`config.mk`:
```
export PLATFORM = sky130hd
export DESIGN_NAME = cms_unit
export DESIGN_NICKNAME = d
export VERILOG_FILES = /design/src/rtl/cms_pkg.sv /design/src/rtl/cms_ctrl.sv /design/src/rtl/cms_datapath.sv /design/src/rtl/cms_unit.sv
export SDC_FILE = /design/constraint.sdc
export NUM_CORES = 1
export LEC_CHECK = 0
export BUFFER_PORTS_ARGS = -buffer_cell sky130_fd_sc_hd__buf_2
export CORE_AREA = 2 2 81 83
export DETAILED_ROUTE_END_ITERATION = 10
export DIE_AREA = 0 0 83 85
export GPL_TIMING_DRIVEN = 0
export PLACE_DENSITY = 0.68
export SLEW_MARGIN = 5
export SYNTH_ARGS = -nofsm -noshare
export SYNTH_HDL_FRONTEND = slang
export SYNTH_SLANG_ARGS = --single-unit
```
`constraint.sdc`:
```
create_clock -name vclk -period 4.6
set_input_delay 0.69 -clock vclk [all_inputs]
set_output_delay 0.69 -clock vclk [all_outputs]
set_load 0.005 [all_outputs]
```
`src/rtl/cms_pkg.sv`:
```
package cms_pkg;

  typedef enum logic [1:0] {
    OP_MOVE  = 2'd0,
    OP_CMOVE = 2'd1,
    OP_SET   = 2'd2,
    OP_IDLE  = 2'd3
  } cmsOp_e;

  // Strobes handed from control to datapath
  typedef struct packed {
    logic doMove;   // drive truncated source
    logic doSet;    // drive condition outcome as 0/1
    logic condMet;  // evaluated condition
    logic wrDst;    // destination write strobe
    logic wrFlags;  // Z/N write strobe
  } cmsStrobes_t;

  localparam int FLAG_SEL_W = 2;

endpackage

```
`src/rtl/cms_ctrl.sv`:
```
module cms_ctrl
  import cms_pkg::*;
(
  input  logic       flagN,
  input  logic       flagC,
  input  logic       flagZ,
  input  logic       flagV,
  input  logic [2:0] condSel,
  input  logic [1:0] opSel,
  output cmsStrobes_t strobes
);

  logic [3:0] flagVec;
  logic       pickedFlag;
  logic       condHolds;
  cmsOp_e     opKind;

  // index order N, C, Z, V; bit 0 inverts polarity
  assign flagVec    = {flagV, flagZ, flagC, flagN};
  assign pickedFlag = flagVec[condSel[2:1]];
  assign condHolds  = pickedFlag ^ condSel[0];
  assign opKind     = cmsOp_e'(opSel);

  always_comb begin
    strobes         = '0;
    strobes.condMet = condHolds;
    unique case (opKind)
      OP_MOVE: begin
        strobes.doMove  = 1'b1;
        strobes.wrDst   = 1'b1;
        strobes.wrFlags = 1'b1;
      end
      OP_CMOVE: begin
        strobes.doMove  = condHolds;
        strobes.wrDst   = condHolds;
        strobes.wrFlags = condHolds;
      end
      OP_SET: begin
        strobes.doSet = 1'b1;
        strobes.wrDst = 1'b1;
      end
      default: ;
    endcase
  end

endmodule

```
`src/rtl/cms_datapath.sv`:
```
module cms_datapath
  import cms_pkg::*;
#(
  parameter int DATA_W = 64,
  parameter int SIZE_W = 4
) (
  input  cmsStrobes_t         strobes,
  input  logic [SIZE_W-1:0]   sizeCode,
  input  logic [DATA_W-1:0]   srcVal,
  input  logic [DATA_W-1:0]   dstVal,
  input  logic                flagN,
  input  logic                flagZ,
  output logic [DATA_W-1:0]   dstOut,
  output logic                zOut,
  output logic                nOut
);

  localparam int NBYTES = DATA_W / 8;
  localparam int CODE_W = (NBYTES > 1) ? $clog2(NBYTES) : 1;
  localparam logic [SIZE_W-1:0] MAX_CODE = SIZE_W'(NBYTES - 1);

  logic [CODE_W-1:0] clampCode;
  logic [NBYTES-1:0] byteKeep;
  logic [NBYTES-1:0] byteMsb;
  logic [DATA_W-1:0] trimmed;
  logic              trimZero;
  logic              trimNeg;

  // codes past the widest operand saturate
  assign clampCode = (sizeCode > MAX_CODE) ? CODE_W'(MAX_CODE) : CODE_W'(sizeCode);

  for (genvar b = 0; b < NBYTES; b++) begin : g_byte
    assign byteKeep[b]          = (CODE_W'(b) <= clampCode);
    assign trimmed[b*8 +: 8]    = byteKeep[b] ? srcVal[b*8 +: 8] : 8'h00;
    assign byteMsb[b]           = trimmed[b*8 + 7];
  end

  assign trimZero = (trimmed == '0);
  assign trimNeg  = byteMsb[clampCode];

  always_comb begin
    if (strobes.doMove)
      dstOut = trimmed;
    else if (strobes.doSet)
      dstOut = DATA_W'(strobes.condMet);
    else
      dstOut = dstVal;
  end

  assign zOut = strobes.wrFlags ? trimZero : flagZ;
  assign nOut = strobes.wrFlags ? trimNeg  : flagN;

endmodule

```
`src/rtl/cms_unit.sv`:
```
module cms_unit
  import cms_pkg::*;
#(
  parameter int DATA_W = 64,
  parameter int SIZE_W = 4
) (
  input  logic              flagN,
  input  logic              flagC,
  input  logic              flagZ,
  input  logic              flagV,
  input  logic [2:0]        condSel,
  input  logic [1:0]        opSel,
  input  logic [SIZE_W-1:0] sizeCode,
  input  logic [DATA_W-1:0] srcVal,
  input  logic [DATA_W-1:0] dstVal,
  output logic [DATA_W-1:0] dstOut,
  output logic              dstWe,
  output logic              flagWe,
  output logic              zOut,
  output logic              nOut
);

  cmsStrobes_t strobes;

  cms_ctrl u_ctrl (
    .flagN   (flagN),
    .flagC   (flagC),
    .flagZ   (flagZ),
    .flagV   (flagV),
    .condSel (condSel),
    .opSel   (opSel),
    .strobes (strobes)
  );

  cms_datapath #(.DATA_W(DATA_W), .SIZE_W(SIZE_W)) u_dp (
    .strobes  (strobes),
    .sizeCode (sizeCode),
    .srcVal   (srcVal),
    .dstVal   (dstVal),
    .flagN    (flagN),
    .flagZ    (flagZ),
    .dstOut   (dstOut),
    .zOut     (zOut),
    .nOut     (nOut)
  );

  // no storage anywhere on these paths
  assign dstWe  = strobes.wrDst;
  assign flagWe = strobes.wrFlags;

endmodule

```
==> qor_table.md, run 1 <==
| Item | This run | Unit |
| --- | --- | --- |
| Status | complete, no violations | - |
| Total power of the final layout | 0.286 | mW |
| Proportion of netlist area held by the largest area contributor | 0.451 | - |
| Post-Syn Nets | 303 | - |
| Simple-gate share of the synthesized area | 0.202 | - |
| Post-DR wirelength/cell | 15.3 | µm |
| Library cell with the highest instance count after synthesis | sky130_fd_sc_hd__a22o_1 | - |
| Multiplexer fraction of the synthesized cell area | 0.0550 | - |
| Post-route setup slack | 1420 | ps |
| Number of antenna violations at the first check in global routing | 0 | - |
| Final number of setup-violating endpoints | 0 | - |
| Area of the mapped netlist | 1180 | µm² |
| Switching pwr | 0.132 | mW |
| Yosys warnings | 0 | - |
| Vias in the first global route | 2,238 | - |
| Final standard cell area without fillers | 2320 | µm² |
| Sequential Power Share | 0 | - |
| Post-layout nets | 513 | - |
| CP startpoint kind | input port | - |
| Switching share of power | 0.462 | - |
| Data required time of the worst path | 3910 | ps |
| Placed instance area | 2320 | µm² |
| Area Overhead vs Synth | 96.1 | % |
| Count of placed standard cells in the final layout, fillers left out | 447 | - |
| Max-Cap Viols | 0 | - |
| Inst Count DP | 447 | - |
| Synth area leader | sky130_fd_sc_hd__a22o_1 | - |
| WP data arrival | 2490 | ps |
| Cell internal pwr | 0.154 | mW |
| VDD IR max | 0.0000546 | V |
| Combinational fraction of design power | 1.000 | - |
| Hold-fix buffer count after cts | 0 | - |
| Adder and majority gate portion of the synthesized area | 0.00846 | - |
| Crit Path Class | input port to output port | - |
| Cell area power density | 123 | nW/µm² |
| Grt total ovfl | 0 | - |
| Count of boundary I/O pins | 209 | - |
| Sequential cell area fraction in the yosys report | 0 | - |
| Number of distinct standard cells referenced by the synthesized netlist | 34 | - |
| Most area-consuming cells after synthesis | sky130_fd_sc_hd__a22o_1 (45%), sky130_fd_sc_hd__nor4_1 (4.2%), sky130_fd_sc_hd__o21ai_0 (4.2%), sky130_fd_sc_hd__buf_4 (3.8%), sky130_fd_sc_hd__mux4_2 (3.8%) | - |
| Critical path capture point type | output port | - |
| Core Util, Final | 0.374 | - |
| Routability congestion estimate from global placement | 0.759 | - |
| Number of cells produced by synthesis | 162 | - |
| Slew HR | 0.644 | - |
| Setup slack after placement | 1390 | ps |
| Die outline width | 83 | µm |
| Top post-synthesis cells by count | sky130_fd_sc_hd__a22o_1 (61), sky130_fd_sc_hd__nor2_1 (12), sky130_fd_sc_hd__o21ai_0 (10) | - |
| Average footprint of a synthesized cell | 7.31 | µm² |
| Final routed wirelength across all metal layers | 6820 | µm |
| Cell breakdown of the critical path | buf_2, mux4_2, xnor2_2, a21o_4, buf_6, a21oi_2, a22o_1, buf_2 | - |
| Post-CTS repair timing setup buffer count | 0 | - |
| Total negative setup slack | 0 | ps |
| Total iterations of the first detailed-routing run | 4 | - |
| Xor/xnor share of the synthesized area | 0.0137 | - |
| Vias after detailed routing | 2,202 | - |
| Standard cell with the maximum stage delay on the critical path | sky130_fd_sc_hd__mux4_2 | - |
| Share of final-layout standard cells stronger than drive strength 1 | 0.622 | - |
| Setup repair after global routing missed its margin | no | - |
| Residual DRC | 0 | - |
| Final slew viol count | 0 | - |
| Largest net degree at the start of global routing | 11 | - |
| Area used by sequential logic in the layout | 0 | µm² |
| Leak | 1.31 | nW |
| Overall track demand over capacity in global routing | 0.181 | - |
| Most frequent cell on the critical path | sky130_fd_sc_hd__buf_2 | - |
| Share of power burned in the clock network | 0 | - |
| Worst Hold Margin | 1660 | ps |
| Num sequential | 0 | - |
| Die Y-Extent | 85 | µm |
| Tcrit/Tclk final | 0.691 | - |
| Post-route minimum period | 3180 | ps |
| Worst path max stage delay | 520 | ps |
| Core area | 6200 | µm² |
| Largest fanout on the critical path | 10 | - |
| Endpoints failing hold | 0 | - |
| Site row count | 29 | - |
| Number of antenna diodes | 0 | - |
| Max Fclk | 315 | MHz |
| Count of port buffers added during placement | 208 | - |
| Post-cts gate resize count | 0 | - |
| Floorplan die area | 7060 | µm² |
| HPWL Detailed | 6150 | µm |
| Synth Area in Compound Gates | 0.629 | - |
| Main combinational cell family by area after synthesis | compound AO/OA/AOI/OAI gates | - |
| Number of routed nets with antenna violations | 0 | - |
| Detail-routed via count per cell | 4.93 | - |
| Iteration-0 DRC Markers | 52 | - |
| Layout clock buffer count | 0 | - |
| Class of the tightest hold or removal check | input port to output port | - |
| First-pass GRT wire length | 10,800 | µm |
| Starting Density | 0.191 | - |
| Pin slew with the least headroom to its limit | 529 | ps |
layer usage:
metal	up-vias	GRT usage	part of all wire
met2	114	0.372	0.53
met3	4	0.0136	0.063
li1	1100	-	-
met4	0	0.00596	0.0040
met5	-	0	0
met1	984	0.214	0.40
layout make-up:
| cell class | instances | area (µm²) |
|---|---|---|
| fillers | 677 | 3880 |
| inverters | 4 | 15.0 |
| plain buffers | 13 | 93.8 |
| well taps | 77 | 96.3 |
| multi-input cells | 145 | 1070 |
| repair buffers | 208 | 1040 |
worst paths after layout:
check	from	to	slack, ps	cells after the start
min	dstVal[1]	dstOut[1]	1660	3
max	condSel[1]	dstOut[42]	1420	8
critical path: cells and delay by family:
kind / cells / cell delay [ps]
AO/OA/AOI/OAI: 3 / 740
XOR/XNOR: 1 / 180
buffers and inverters: 3 / 350
multiplexers: 1 / 520
power by group through the flow:
stage / sequential, mW / combinational [mW] / clock, mW
2_1_floorplan: 0 / 0.137 / 0
3_3_place_gp: 0 / 0.284 / 0
3_5_place_dp: 0 / 0.289 / 0
4_1_cts: 0 / 0.290 / 0
5_1_grt: 0 / 0.317 / 0
6_report: 0 / 0.286 / 0
layout by cell type, fill, tap and decap left out, drive strengths merged, types with 2 or more instances in the layout:
cell / n
clkbuf: 4
mux4: 2
o22ai: 4
nor3: 6
a22o: 61
inv: 4
mux2i: 2
a211oi: 2
nand3: 3
buf: 217
nor4: 9
nor2: 16
nand2: 7
o21ai: 10
a21oi: 10
logic make-up after synthesis:
group | count (synthesis)
xor gates and xnor gates | 1
muxes | 4
buffers and inverters | 17
and+or+nand+nor | 45
adders and majority gates | 1
AOI/OAI and AO/OA | 94
(Power assumes the default switching activity.)
==> run 2, diff against run 1 <==
--- a/config.mk
+++ b/config.mk
@@ -6,11 +6,11 @@
 export NUM_CORES = 1
 export LEC_CHECK = 0
 export BUFFER_PORTS_ARGS = -buffer_cell sky130_fd_sc_hd__buf_2
-export CORE_AREA = 2 2 81 83
+export CORE_AREA = 2 2 82 84
 export DETAILED_ROUTE_END_ITERATION = 10
-export DIE_AREA = 0 0 83 85
+export DIE_AREA = 0 0 84 86
 export GPL_TIMING_DRIVEN = 0
-export PLACE_DENSITY = 0.68
+export PLACE_DENSITY = 0.69
 export SLEW_MARGIN = 5
 export SYNTH_ARGS = -nofsm -noshare
 export SYNTH_HDL_FRONTEND = slang
==> constraint.sdc (replaced) <==
create_clock -name vclk -period 2.7
set_input_delay 0.405 -clock vclk [all_inputs]
set_output_delay 0.405 -clock vclk [all_outputs]
set_load 0.005 [all_outputs]
==> qor_table.md, run 2 (same netlist as run 1, synthesis figures left out) <==
| Item | This run | Unit |
| --- | --- | --- |
| Status | complete, no violations | - |
| Final standard cell area without fillers | 2350 | µm² |
| Tcrit/Tclk final | 0.958 | - |
| Core Util, Final | 0.374 | - |
| Post-route setup slack | 113 | ps |
| Final slew viol count | 0 | - |
| Placed instance area | 2320 | µm² |
| Post-route minimum period | 2590 | ps |
| Endpoints failing hold | 0 | - |
| WP data arrival | 2180 | ps |
| Routability congestion estimate from global placement | 0.731 | - |
| Class of the tightest hold or removal check | input port to output port | - |
| CP startpoint kind | input port | - |
| Post-DR wirelength/cell | 15.2 | µm |
| Num sequential | 0 | - |
| Area used by sequential logic in the layout | 0 | µm² |
| Starting Density | 0.189 | - |
| Detail-routed via count per cell | 4.99 | - |
| Worst Hold Margin | 1090 | ps |
| Area Overhead vs Synth | 98.4 | % |
| Site row count | 29 | - |
| Final number of setup-violating endpoints | 0 | - |
| Die Y-Extent | 86 | µm |
| Pin slew with the least headroom to its limit | 555 | ps |
| Hold-fix buffer count after cts | 0 | - |
| Post-layout nets | 513 | - |
| Number of routed nets with antenna violations | 0 | - |
| HPWL Detailed | 5990 | µm |
| VDD IR max | 0.0000908 | V |
| Length of routed met2 wiring | 3540 | µm |
| Count of boundary I/O pins | 209 | - |
| Inst Count DP | 447 | - |
| Largest fanout on the critical path | 10 | - |
| Cell area power density | 211 | nW/µm² |
| Slew HR | 0.627 | - |
| Total negative setup slack | 0 | ps |
| First-pass GRT wire length | 10,100 | µm |
| Residual DRC | 0 | - |
| Setup slack after placement | 66.3 | ps |
| Number of antenna diodes | 0 | - |
| Vias after detailed routing | 2,229 | - |
| Critical path capture point type | output port | - |
| Count of port buffers added during placement | 208 | - |
| Met3 wire length | 443 | µm |
| Overall track demand over capacity in global routing | 0.168 | - |
| Final routed wirelength across all metal layers | 6810 | µm |
| Leading cell type in the layout, fill and taps excluded | sky130_fd_sc_hd__buf_2 | - |
| Total iterations of the first detailed-routing run | 4 | - |
| Count of placed standard cells in the final layout, fillers left out | 447 | - |
| Floorplan die area | 7220 | µm² |
| Setup repair after global routing missed its margin | no | - |
| Die outline width | 84 | µm |
| Vias in the first global route | 2,137 | - |
| Leak | 1.32 | nW |
| Total power of the final layout | 0.496 | mW |
| Number of antenna violations at the first check in global routing | 0 | - |
| Cell count of the worst hold path | 3 | - |
| Max Fclk | 386 | MHz |
| Most frequent cells in the layout | sky130_fd_sc_hd__buf_2 (208), sky130_fd_sc_hd__a22o_1 (61), sky130_fd_sc_hd__nor2_1 (11), sky130_fd_sc_hd__o21ai_0 (10) | - |
| Data required time of the worst path | 2300 | ps |
| Top metal layer carrying routed signals | met4 | - |
| Core area | 6280 | µm² |
| DRT met1 WL | 2820 | µm |
| Share of final-layout standard cells stronger than drive strength 1 | 0.624 | - |
| Crit Path Class | input port to output port | - |
| Iteration-0 DRC Markers | 73 | - |
| Largest net degree at the start of global routing | 11 | - |
| Max-Cap Viols | 0 | - |
| Layout clock buffer count | 0 | - |
| Grt total ovfl | 0 | - |
## run 2: changes by cell type in the layout (fill, tap and decap cells not counted)
cell / change
sky130_fd_sc_hd__a21oi_2: -2
sky130_fd_sc_hd__a21oi_4: +2
sky130_fd_sc_hd__nor2_4: +2
sky130_fd_sc_hd__nor2_1: -1
sky130_fd_sc_hd__nor2_2: -1
## run 2: power by group
group / switching [mW] / internal, mW / leakage, nW
Sequential: 0 / 0 / 0
Clock: 0 / 0 / 0
Combinational: 0.231 / 0.265 / 1.32
## run 2: layout make-up
| class | count | area, µm² |
|---|---|---|
| fill | 687 | 3930 |
| multi-input combinational | 145 | 1100 |
| timing repair buffer | 208 | 1040 |
| tap | 77 | 96.3 |
| buffer | 13 | 93.8 |
| inverter | 4 | 15.0 |
## run 2: timing repair
| action | CTS | global route |
|---|---|---|
| resized for setup | 0 | 5 |
| setup endpoints to repair | 0 | 23 |
| setup buffers | 0 | 0 |
## run 2: routing by layer
layer	vias to the layer above	GRT usage
met4	0	0.00293
met2	121	0.319
li1	1101	-
met1	1005	0.222
met5	-	0
met3	2	0.00866
## run 2: critical path: stages
cell,delay (ps)
sky130_fd_sc_hd__buf_2,90
sky130_fd_sc_hd__mux4_2,520
sky130_fd_sc_hd__xnor2_2,180
sky130_fd_sc_hd__a21o_4,250
sky130_fd_sc_hd__buf_6,170
sky130_fd_sc_hd__nor2_2,270
sky130_fd_sc_hd__a22o_1,190
sky130_fd_sc_hd__buf_2,110
## run 2: worst paths after layout
path       start          to  slack (ps)
max   condSel[1]  dstOut[13]         110
min    dstVal[4]   dstOut[4]        1090
==> run 3, diff against run 2 <==
--- a/config.mk
+++ b/config.mk
@@ -6,11 +6,12 @@
 export NUM_CORES = 1
 export LEC_CHECK = 0
 export BUFFER_PORTS_ARGS = -buffer_cell sky130_fd_sc_hd__buf_2
+export CAP_MARGIN = 20
 export CORE_AREA = 2 2 82 84
 export DETAILED_ROUTE_END_ITERATION = 10
 export DIE_AREA = 0 0 84 86
 export GPL_TIMING_DRIVEN = 0
-export PLACE_DENSITY = 0.69
+export PLACE_DENSITY_LB_ADDON = 0.1
 export SLEW_MARGIN = 5
 export SYNTH_ARGS = -nofsm -noshare
 export SYNTH_HDL_FRONTEND = slang
==> qor_table.md, run 3 (same netlist as run 1, synthesis figures left out) <==
| Item | This run | Unit |
| --- | --- | --- |
| Worst path max stage delay | 510 | ps |
| Max-Cap Viols | 0 | - |
| Largest net degree at the start of global routing | 11 | - |
| Max Fclk | 387 | MHz |
| Total negative setup slack | 0 | ps |
| Area used by sequential logic in the layout | 0 | µm² |
| Final slew viol count | 0 | - |
| WP data arrival | 2180 | ps |
| Post-CTS repair timing setup buffer count | 0 | - |
| Site row count | 29 | - |
| Floorplan die area | 7220 | µm² |
| HPWL Detailed | 6090 | µm |
| Layout clock buffer count | 0 | - |
| Count of boundary I/O pins | 209 | - |
| Final routed wirelength across all metal layers | 6850 | µm |
| Cell breakdown of the critical path | buf_2, mux4_2, xnor2_2, a21o_4, buf_6, nor2_2, a22o_1, buf_2 | - |
| Worst Hold Margin | 1090 | ps |
| Pin slew with the least headroom to its limit | 527 | ps |
| Core area | 6280 | µm² |
| VDD IR max | 0.0000827 | V |
| Vias in the first global route | 2,165 | - |
| Routability congestion estimate from global placement | 0.765 | - |
| Num sequential | 0 | - |
| Number of antenna violations at the first check in global routing | 0 | - |
| Number of routed nets with antenna violations | 0 | - |
| Post-DR wirelength/cell | 15.3 | µm |
| Tcrit/Tclk final | 0.958 | - |
| Standard cell with the maximum stage delay on the critical path | sky130_fd_sc_hd__mux4_2 | - |
| Total iterations of the first detailed-routing run | 4 | - |
| Slew HR | 0.646 | - |
| Leading cell type in the layout, fill and taps excluded | sky130_fd_sc_hd__buf_2 | - |
| Data required time of the worst path | 2300 | ps |
| Critical path capture point type | output port | - |
| Residual DRC | 0 | - |
| Most frequent cell on the critical path | sky130_fd_sc_hd__buf_2 | - |
| Die outline width | 84 | µm |
| Iteration-0 DRC Markers | 55 | - |
| Overall track demand over capacity in global routing | 0.175 | - |
| First-pass GRT wire length | 10,500 | µm |
| Status | complete, no violations | - |
| Largest fanout on the critical path | 10 | - |
| Detail-routed via count per cell | 4.98 | - |
| Post-route setup slack | 114 | ps |
| Die Y-Extent | 86 | µm |
| CP startpoint kind | input port | - |
| Crit Path Class | input port to output port | - |
| Post-layout nets | 513 | - |
| Setup repair after global routing missed its margin | no | - |
| Class of the tightest hold or removal check | input port to output port | - |
| Cell area power density | 209 | nW/µm² |
| Share of final-layout standard cells stronger than drive strength 1 | 0.627 | - |
| Core Util, Final | 0.372 | - |
| Starting Density | 0.189 | - |
| Endpoints failing hold | 0 | - |
| Total power of the final layout | 0.489 | mW |
| Setup slack after placement | 89.3 | ps |
| Number of antenna diodes | 0 | - |
| Leak | 1.31 | nW |
| Grt total ovfl | 0 | - |
| Area Overhead vs Synth | 97.4 | % |
| Most frequent cells in the layout | sky130_fd_sc_hd__buf_2 (208), sky130_fd_sc_hd__a22o_1 (61), sky130_fd_sc_hd__nor2_1 (11), sky130_fd_sc_hd__o21ai_0 (10) | - |
| Count of port buffers added during placement | 208 | - |
| Final number of setup-violating endpoints | 0 | - |
| Post-route minimum period | 2590 | ps |
| Vias after detailed routing | 2,228 | - |
## run 3: cell counts in the layout (fill, tap and decap cells not counted)
Identical to the previous run, type by type.
## run 3: where the power goes
part | switching (mW) | leakage (nW) | internal (mW)
Sequential | 0 | 0 | 0
Combinational | 0.226 | 1.31 | 0.263
Clock | 0 | 0 | 0
Total | 0.226 | 1.31 | 0.263
## run 3: cell type report
cell class,count,area [µm²]
repair buffers,208,1040
plain buffers,13,93.8
well taps,77,96.3
multi-input cells,145,1090
fillers,710,3940
inverters,4,15.0
## run 3: worst paths after layout
kind | start | end | slack, ps | cells after the start
setup / recovery | condSel[1] | dstOut[48] | 110 | 8
hold / removal | dstVal[4] | dstOut[4] | 1090 | 3
## run 3: worst max-delay path: cells and delay by family
| family | cells | cell delay, ps |
|---|---|---|
| AOI/OAI and AO/OA | 2 | 440 |
| xor gates and xnor gates | 1 | 180 |
| and+or+nand+nor | 1 | 300 |
| muxes | 1 | 510 |
| buffers and inverters | 3 | 350 |
## run 3: through the flow
step | instance area, µm² | cells
finish | 2340 | 447
global route | 2340 | 447
CTS | 2320 | 447
detailed placement | 2320 | 447
global placement | 2320 | 447
floorplan | 1180 | 162
## run 3: metal layers
metal / wire, µm / track usage
met1: 2730 / 0.201
met2: 3540 / 0.356
met3: 583 / 0.0308
met4: 0 / 0
met5: 0 / 0
## run 3: repair_timing
action | in CTS | in global routing
hold buffers | 0 | 0
endpoints found under the hold margin | 0 | 0
setup endpoints to repair | 0 | 9
gates resized for setup | 0 | 3
